===== config.mk =====
export PLATFORM = sky130hd
export DESIGN_NAME = ift_top
export DESIGN_NICKNAME = d
export VERILOG_FILES = /design/src/rtl/ift_pkg.sv /design/src/rtl/ift_mem.sv /design/src/rtl/ift_thresh.sv /design/src/rtl/ift_top.sv
export SDC_FILE = /design/constraint.sdc
export NUM_CORES = 1
export LEC_CHECK = 0
export ABC_AREA = 1
export CAP_MARGIN = 20
export CORE_ASPECT_RATIO = 1.5
export CORE_MARGIN = 4
export CORE_UTILIZATION = 33
export DETAILED_ROUTE_END_ITERATION = 12
export PLACE_DENSITY_LB_ADDON = 0.12
export SLEW_MARGIN = 20
export SYNTH_ARGS = -nofsm -noshare
export SYNTH_HDL_FRONTEND = slang
export SYNTH_HIERARCHICAL = 1
export SYNTH_SLANG_ARGS = --single-unit
export TNS_END_PERCENT = 5

===== constraint.sdc =====
create_clock -name clk_i -period 3.58 [get_ports clk_i]
set_input_delay 0.537 -clock clk_i [delete_from_list [all_inputs] [get_ports clk_i]]
set_output_delay 0.537 -clock clk_i [all_outputs]
set_load 0.01 [all_outputs]

===== src/rtl/ift_pkg.sv =====
package ift_pkg;

    typedef enum logic {
        DIR_WRITE = 1'b0,
        DIR_READ  = 1'b1
    } ift_dir_e;

endpackage


===== src/rtl/ift_mem.sv =====
module ift_mem #(
    parameter int DEPTH = 64,
    parameter int DW    = 8,
    localparam int AW   = $clog2(DEPTH)
) (
    input  logic          clk_i,
    input  logic          we_i,
    input  logic [AW-1:0] waddr_i,
    input  logic [DW-1:0] wdata_i,
    input  logic [AW-1:0] raddr_i,
    output logic [DW-1:0] rdata_o
);

    logic [DW-1:0] cell_q [DEPTH];

    always_ff @(posedge clk_i) begin
        if (we_i) begin
            cell_q[waddr_i] <= wdata_i;
        end
    end

    assign rdata_o = cell_q[raddr_i];

endmodule


===== src/rtl/ift_thresh.sv =====
module ift_thresh
    import ift_pkg::*;
#(
    parameter int DEPTH  = 64,
    localparam int THR_W = $clog2(DEPTH),
    localparam int LVL_W = $clog2(DEPTH + 1)
) (
    input  logic             clk_i,
    input  logic             rst_ni,
    input  logic [LVL_W-1:0] level_i,
    input  logic [THR_W-1:0] thr_i,
    input  logic             dir_rd_i,
    output logic             flag_o
);

    localparam logic [LVL_W-1:0] CAP = LVL_W'(DEPTH);

    ift_dir_e         dir;
    logic [LVL_W-1:0] qual;
    logic [LVL_W-1:0] need;

    always_comb begin
        dir  = ift_dir_e'(dir_rd_i);
        qual = (dir == DIR_READ) ? level_i : (CAP - level_i);
        need = LVL_W'(thr_i) + LVL_W'(1);
        flag_o = (qual >= need);
    end

    // an empty queue offers every slot, so any threshold is met
    assert_wr_empty_flag_R7: assert property (@(posedge clk_i) disable iff (!rst_ni)
        (!dir_rd_i && level_i == '0) |-> flag_o);

    // nothing stored means no read threshold can be met
    assert_rd_empty_noflag_R6: assert property (@(posedge clk_i) disable iff (!rst_ni)
        (dir_rd_i && level_i == '0) |-> !flag_o);

    // a full queue meets every read threshold
    assert_rd_full_flag_R6: assert property (@(posedge clk_i) disable iff (!rst_ni)
        (dir_rd_i && level_i == CAP) |-> flag_o);

endmodule


===== src/rtl/ift_top.sv =====
module ift_top
    import ift_pkg::*;
#(
    parameter int DEPTH  = 64,
    parameter int DW     = 8,
    localparam int PTR_W = $clog2(DEPTH),
    localparam int THR_W = $clog2(DEPTH),
    localparam int LVL_W = $clog2(DEPTH + 1)
) (
    input  logic             clk_i,
    input  logic             rst_ni,
    input  logic             flush_i,
    input  logic             dir_rd_i,
    input  logic [THR_W-1:0] thr_i,
    input  logic             irq_en_i,
    input  logic             dma_en_i,
    input  logic             push_i,
    input  logic [DW-1:0]    push_data_i,
    input  logic             pop_i,
    output logic [DW-1:0]    pop_data_o,
    output logic [LVL_W-1:0] level_o,
    output logic             empty_o,
    output logic             full_o,
    output logic             thr_flag_o,
    output logic             irq_o,
    output logic             dma_req_o
);

    localparam logic [LVL_W-1:0] CAP     = LVL_W'(DEPTH);
    localparam logic [PTR_W-1:0] PTR_TOP = PTR_W'(DEPTH - 1);

    typedef struct packed {
        logic [PTR_W-1:0] wr;
        logic [PTR_W-1:0] rd;
        logic [LVL_W-1:0] lvl;
    } ift_state_t;

    ift_state_t st_d, st_q;
    logic       push_ok, pop_ok, wr_en;

    function automatic logic [PTR_W-1:0] ptr_next(input logic [PTR_W-1:0] p);
        return (p == PTR_TOP) ? '0 : p + PTR_W'(1);
    endfunction

    always_comb begin
        st_d    = st_q;
        push_ok = push_i && (st_q.lvl != CAP);
        pop_ok  = pop_i && (st_q.lvl != '0);
        wr_en   = push_ok && !flush_i;
        if (flush_i) begin
            st_d = '0;
        end else begin
            if (push_ok) begin
                st_d.wr = ptr_next(st_q.wr);
            end
            if (pop_ok) begin
                st_d.rd = ptr_next(st_q.rd);
            end
            unique case ({push_ok, pop_ok})
                2'b10:   st_d.lvl = st_q.lvl + LVL_W'(1);
                2'b01:   st_d.lvl = st_q.lvl - LVL_W'(1);
                default: st_d.lvl = st_q.lvl;
            endcase
        end
    end

    always_ff @(posedge clk_i or negedge rst_ni) begin
        if (!rst_ni) begin
            st_q <= '0;
        end else begin
            st_q <= st_d;
        end
    end

    ift_mem #(.DEPTH(DEPTH), .DW(DW)) u_mem (
        .clk_i   (clk_i),
        .we_i    (wr_en),
        .waddr_i (st_q.wr),
        .wdata_i (push_data_i),
        .raddr_i (st_q.rd),
        .rdata_o (pop_data_o)
    );

    ift_thresh #(.DEPTH(DEPTH)) u_thr (
        .clk_i    (clk_i),
        .rst_ni   (rst_ni),
        .level_i  (st_q.lvl),
        .thr_i    (thr_i),
        .dir_rd_i (dir_rd_i),
        .flag_o   (thr_flag_o)
    );

    assign level_o   = st_q.lvl;
    assign empty_o   = (st_q.lvl == '0);
    assign full_o    = (st_q.lvl == CAP);
    assign irq_o     = thr_flag_o && irq_en_i;
    assign dma_req_o = thr_flag_o && dma_en_i;

    assert_level_bound_R3: assert property (@(posedge clk_i) disable iff (!rst_ni)
        level_o <= CAP);

    assert_no_overflow_R3: assert property (@(posedge clk_i) disable iff (!rst_ni)
        (full_o && push_i && !pop_i && !flush_i) |=> full_o);

    assert_no_underflow_R4: assert property (@(posedge clk_i) disable iff (!rst_ni)
        (empty_o && pop_i && !push_i && !flush_i) |=> empty_o);

    assert_push_counts_R2: assert property (@(posedge clk_i) disable iff (!rst_ni)
        (!full_o && push_i && !pop_i && !flush_i) |=> level_o == $past(level_o) + LVL_W'(1));

    assert_both_hold_R5: assert property (@(posedge clk_i) disable iff (!rst_ni)
        (!full_o && !empty_o && push_i && pop_i && !flush_i) |=> $stable(level_o));

    assert_flush_empties_R11: assert property (@(posedge clk_i) disable iff (!rst_ni)
        flush_i |=> empty_o);

    assert_irq_gate_R9: assert property (@(posedge clk_i) disable iff (!rst_ni)
        irq_o |-> (thr_flag_o && irq_en_i));

    assert_dma_gate_R10: assert property (@(posedge clk_i) disable iff (!rst_ni)
        dma_req_o |-> (thr_flag_o && dma_en_i));

endmodule


Word-level counts from Yosys, hierarchy flattened
Memories as Yosys holds them, arrays and structs flattened.
Cells that the tools add are included.

operators by class
  add/subtract/negate cells = 6
  magnitude comparators = 1
  equality and inequality tests = 6
  multiplexer cells = 9
  reduce and logical (&&, ||, !) cells = 11

operators with widths
  cell                                                  number
  two-way mux 6 bit                                     4
  two-way mux 19 bit                                    1
  case mux 7 bit (2 select lines)                       1
  adder 6 x 1 -> 6 bit (second input constant)          2
  equality test 6 bit (second input constant)           2
  adder 6 x 1 -> 7 bit (second input constant)          1
  adder 7 x 1 -> 7 bit (second input constant)          1
  equality test 7 bit (second input constant)           1
  >= comparator 7 bit                                   1
  zero test 7 bit                                       1
  two-way mux 7 bit                                     1
  inequality test 7 bit (second input constant)         1
  nonzero test 7 bit                                    1
  subtractor 7 x 1 -> 7 bit (second input constant)     1
  subtractor 7 bit (first input constant)               1
  logical AND 1 bit                                     5
  nonzero test 2 bit                                    2
  nonzero test 3 bit                                    1
  equality test 2 x 1 -> 1 bit (second input constant)  1
  equality test 2 bit (second input constant)           1
  two-way mux 1 bit                                     2
  zero test 1 bit                                       1

storage, ports and cells
  flip-flop bits (word level) = 19
  memory bits (writable) = 512
  memories = 1

memory list
  memory        depth  bits a word  read ports  clocked after Yosys merged registers in  write ports  line           RTL
  u_mem.cell_q  64     8            1           0                                        1            ift_mem.sv:14  logic [DW-1:0] cell_q [DEPTH];

Logic depth before layout (Yosys ltp)
  depth in word-level cells = 5
  gate-level depth with buffers = 15

Hierarchy
Netlist, hierarchy kept.

modules (own cells, without submodules)
  module      instances  cells an instance  area each (um^2)
  ift_mem     1          1797               21179.1
  ift_top     1          160                1340.0
  ift_thresh  1          73                 415.4

Worst setup path before layout
OpenSTA, ideal clock, no wires.

  path type = flip-flop to flip-flop
  from = register st_q, in the netlist level_o[3]
  to = memory u_mem.cell_q[48][0] (enable)
  library setup time = 395 ps
  data arrival time = 2279 ps
  data required time = 3185 ps
  setup slack = 907 ps
  stages on the path, launching flop included = 8
  buffers on the path = 1
  clock period less this slack = 2673 ps
  cell sequence = dfrtp_1 > nor2_2 > nand2_4 > o21ai_4 > nor2_1 > clkbuf_1 > nand4_1 > nor4_1

between the ends
  longest elaborated chain between the ends = 5

RTL lines
  what                                     line           RTL
  start, declared                          ift_top.sv:38  ift_state_t st_d, st_q;
  start signal, assigned                   ift_top.sv:71  st_q <= st_d;
  inequality test 7 bit                    ift_top.sv:47  push_ok = push_i && (st_q.lvl != CAP);
  logical AND 1 bit                        ift_top.sv:47
  logical AND 1 bit                        ift_top.sv:49  wr_en = push_ok && !flush_i;
  named net wr_en                          ift_top.sv:39  logic push_ok, pop_ok, wr_en;
  two-way mux 1 bit                        ift_mem.sv:17  if (we_i) begin
  two-way mux 1 bit (not written as such)  ift_mem.sv:18  cell_q[waddr_i] <= wdata_i;
  end, declared                            ift_mem.sv:14

The timed path passes the listed nets, and every way through them passes these cells.

Worst setup path in the final report
  from = register st_q[7] in the netlist's numbering
  to = output port pop_data_o[4]

between the ends
  longest elaborated chain between the ends = 1

RTL lines
  what                 line           RTL
  memory (64 x 8 bit)  n/a
  end, declared        ift_top.sv:20  output logic [DW-1:0] pop_data_o,

No other way between the ends.

==> run summary <==
- run status: finished with violations
- violations in the final reports: setup timing
- Cell Count, Final, Fillers Out: 3054
- Net Switching: 6.12 mW
- initial antenna violation count: 0
- vias in the first global route: 15195
- setup repair after global routing missed its margin: true
- mapped cell area: 22900 sq um
- Leakage Power: 9.59 nW
- global routing usage summed across all routing layers: 17.6%
- total vias in the final route: 15240
- library cell used as clock root buffer: clkbuf_16
- number of nets in the synthesized netlist: 2069
- Clock Sink Count: 531
- count of distinct cell types in the synthesized netlist: 40
- critical path class: register to output pin
- Period minus WS final: 3630 ps
- die boundary height: 331 um
- number of nets at the end of the flow: 2159
- clock latency of the later-clocked register in the worst-skew pair: 590 ps
- skew final: 33.7 ps
- initial cell density of the core: 33.3%
- number of placement rows: 118
- total of max-cap violations: 0
- Total Power: 17.7 mW
- ANT nets after route: 0
- remaining global-route overflow: 0
- CP required: 3040 ps
- maximum level of the CTS H-tree: 2
- synth top area cells: edfxtp_1 67%, nand2_1 12%, nand3_1 9.8%, dfrtp_1 2.1%, buf_6 1.7%
- fraction of synthesized cell area taken by the top area cell type: 67.0%
- synthesized instance count: 2030
- number of primary I/O pins: 42
- net switching share of the total power: 34.7%
- GPL Wtd Cong: 0.820
- Worst Tran Pin Value: 979 ps
- routed wire length on met3: 2.09 mm
- number of antenna cells inserted: 0
- Placed Cells: 2966
- IO Port Bufs: 41
- clock transition at the registers of the reported paths: 60 ps
- DPL Wire Length: 41.9 mm
- post-route cell area: 26300 sq um
- flops & latches, synth: 531
- share of post-route cells with drive strength above 1: 10.2%
- post-route clock period utilization: 101%
- DR iter-0 viols: 937
- M1 wire length: 27.5 mm
- core area: 68900 sq um
- post-detailed-route wirelength per cell: 21.6 um
- global-route wire length before repair: 99.0 mm
- Max FO, Critical Path: 32
- clock share of power: 28.2%
- number of buffers inserted by hold repair at cts: 0
- register area share after synthesis: 69.1%
- final setup fails: 2
- Worst EP arrival: 3090 ps
- number of synthesized flops with an enable pin: 512
- cell taking the most area after synthesis: edfxtp_1
- share of total power in combinational logic: 32.0%
- mean instance size in the synthesized netlist: 11.3 sq um
- largest net degree at the start of global routing: 68
- post-route core utilization: 38.1%
- final-report max-slew violation count: 0
- worst vdd ir: 0.383 mV
- maximum buffer depth of the clock tree: 3
- reg-to-reg setup timing slack: 660 ps
- area growth from synthesis to layout: 14.6%
- Synth Flop Type: edfxtp_1
- placed inst area: 24700 sq um
- endpoint kind of the worst setup timing path: output pin
- total CTS buffers: 50
- number of remaining DRC errors: 0
- x dimension of the die: 223 um
- TritonCTS clock tree: yes
- timing-limited maximum frequency: 276 MHz
- aggregate routed wire length: 66.0 mm
- Worst Setup Slack, final: -49.4 ps
- total count of hold-check failures in the final report: 0
- internal portion of total power: 11.5 mW
- share of power burned in registers: 39.8%
- routed wl met2: 34.6 mm
- count of synthesis-stage warnings from yosys: 6
- startpoint type of the worst setup path: register
- highest signal layer in the routed design: met4
- Via-to-Cell Ratio: 4.99
- number of optimization iterations in the first detailed-route pass: 6
- Die Area: 73900 sq um
- FFs w/ async S/R, synth: 3.58%
- power density normalized to cell area: 671 nW/um^2
- Min-Delay Path Class: input port to register
- worst slew margin relative to its limit: 34.5%
-- path summary, 6_finish.rpt --
path                                        start                       endpoint  depth (start not counted)
max                           st_q[7]$_DFFE_PN0P_                  pop_data_o[4]                         12
min                                push_data_i[5]  u_mem/cell_q[53][5]$_DFFE_PP_                          1
max reg2reg                level_o[3]$_DFFE_PN0P_  u_mem/cell_q[44][0]$_DFFE_PP_                          6
min reg2reg                level_o[0]$_DFFE_PN0P_         level_o[0]$_DFFE_PN0P_                          2
max in group asynchronous                  rst_ni            st_q[7]$_DFFE_PN0P_                          1
min in group asynchronous                  rst_ni           st_q[16]$_DFFE_PN0P_                          1
-- cells in the final DEF (no fill, tap or decap), types with 6 or more instances in the layout --
cell type,synthesis,layout
o21ai_0,9,9
nand3_1,451,450
ha_1,16,16
clkinv_1,0,14
nand2_1,705,702
buf_12,0,12
clkbuf_1,15,11
xor2_1,6,6
nand2_2,4,7
edfxtp_1,512,512
buf_16,0,7
clkbuf_16,0,51
nand4_1,12,12
inv_1,35,34
buf_2,38,8
nor2_1,74,74
a21oi_1,11,11
nor4_1,8,8
clkdlybuf4s50_1,0,26
buf_4,21,95
dfrtp_1,19,16
xnor2_1,7,7
-- routing by layer --
layer / up-vias / GRT usage (%)
li1: 7250 / -
met1: 7600 / 21.9
met2: 300 / 32.4
met3: 90 / 1.88
met4: 0 / 5.35
met5: - / 0
-- final cells by class --
class,count,area [sq um]
inverter,39,159
tap,900,1130
fill,6758,42700
clock inverter,21,119
sequential,531,15900
timing repair buffer,159,1590
clock buffer,65,1360
multi-input combinational,1339,6080
-- critical path, cell delays in order, from the launching register on --
cell	delay (ps)
dfrtp_4	580
inv_8	150
buf_16	170
buf_16	200
nand2_1	70
nand3_1	90
nand3_1	90
nand2_1	120
nand2_1	60
nand3_1	150
nand3_1	130
nand2_2	120
clkdlybuf4s50_1	550
-- power by group through the flow --
stage                     clock network (mW)  logic (mW)  registers, mW
after global routing                    5.35        6.26           7.03
final                                   4.98        5.65           7.02
after CTS                               5.14        5.73           7.02
after global placement                     0        5.62           7.15
after floorplan                            0        3.85           7.09
after detailed placement                   0        5.63           7.15
-- flip-flops by register name, summed over array words and instances, names as in the netlist --
register      flops
u_mem/cell_q    512
level_o           7
st_q             12
-- through the flow --
step	setup TNS (ps)	hold WS (ps)	setup slack (ps)
after global placement	0	639	130
after CTS	-615	307	-139
after floorplan	0	241	907
after detailed placement	0	643	103
after global routing	-716	314	-214
final	-74.5	327	-49.4
-- synth_stat cells (3+ instances only) --
master	number
nor4_1	8
nand2_2	4
nor2_2	4
buf_1	10
ha_1	16
dfrtp_1	19
buf_4	21
nand2_4	4
inv_2	3
edfxtp_1	512
nor3_1	3
nor2_4	4
clkbuf_1	15
inv_1	35
a21oi_1	11
nand4_1	12
o21ai_1	4
nand3_1	451
o21ai_0	9
buf_2	38
nand2_1	705
buf_6	35
xor2_1	6
xnor2_1	7
nor2_1	74
-- timing repair --
action / in CTS / in global routing
gates cloned: 1 / 0
gates resized for setup: 10 / 14
buffers inserted: 0 / 1
setup endpoints to repair: 8 / 10
-- cells by family (layout without fill, tap and decap cells) --
kind of cell | after synthesis | in the layout | share of synthesized area, %
compound gates | 36 | 36 | 0.987
xor+xnor | 13 | 13 | 0.496
fa+ha+maj | 17 | 17 | 0.960
buf+inv | 160 | 284 | 4.44
flops | 531 | 531 | 69.1
simple gates | 1273 | 1273 | 24.0
No activity file was read; power rests on OpenSTA's default activity.
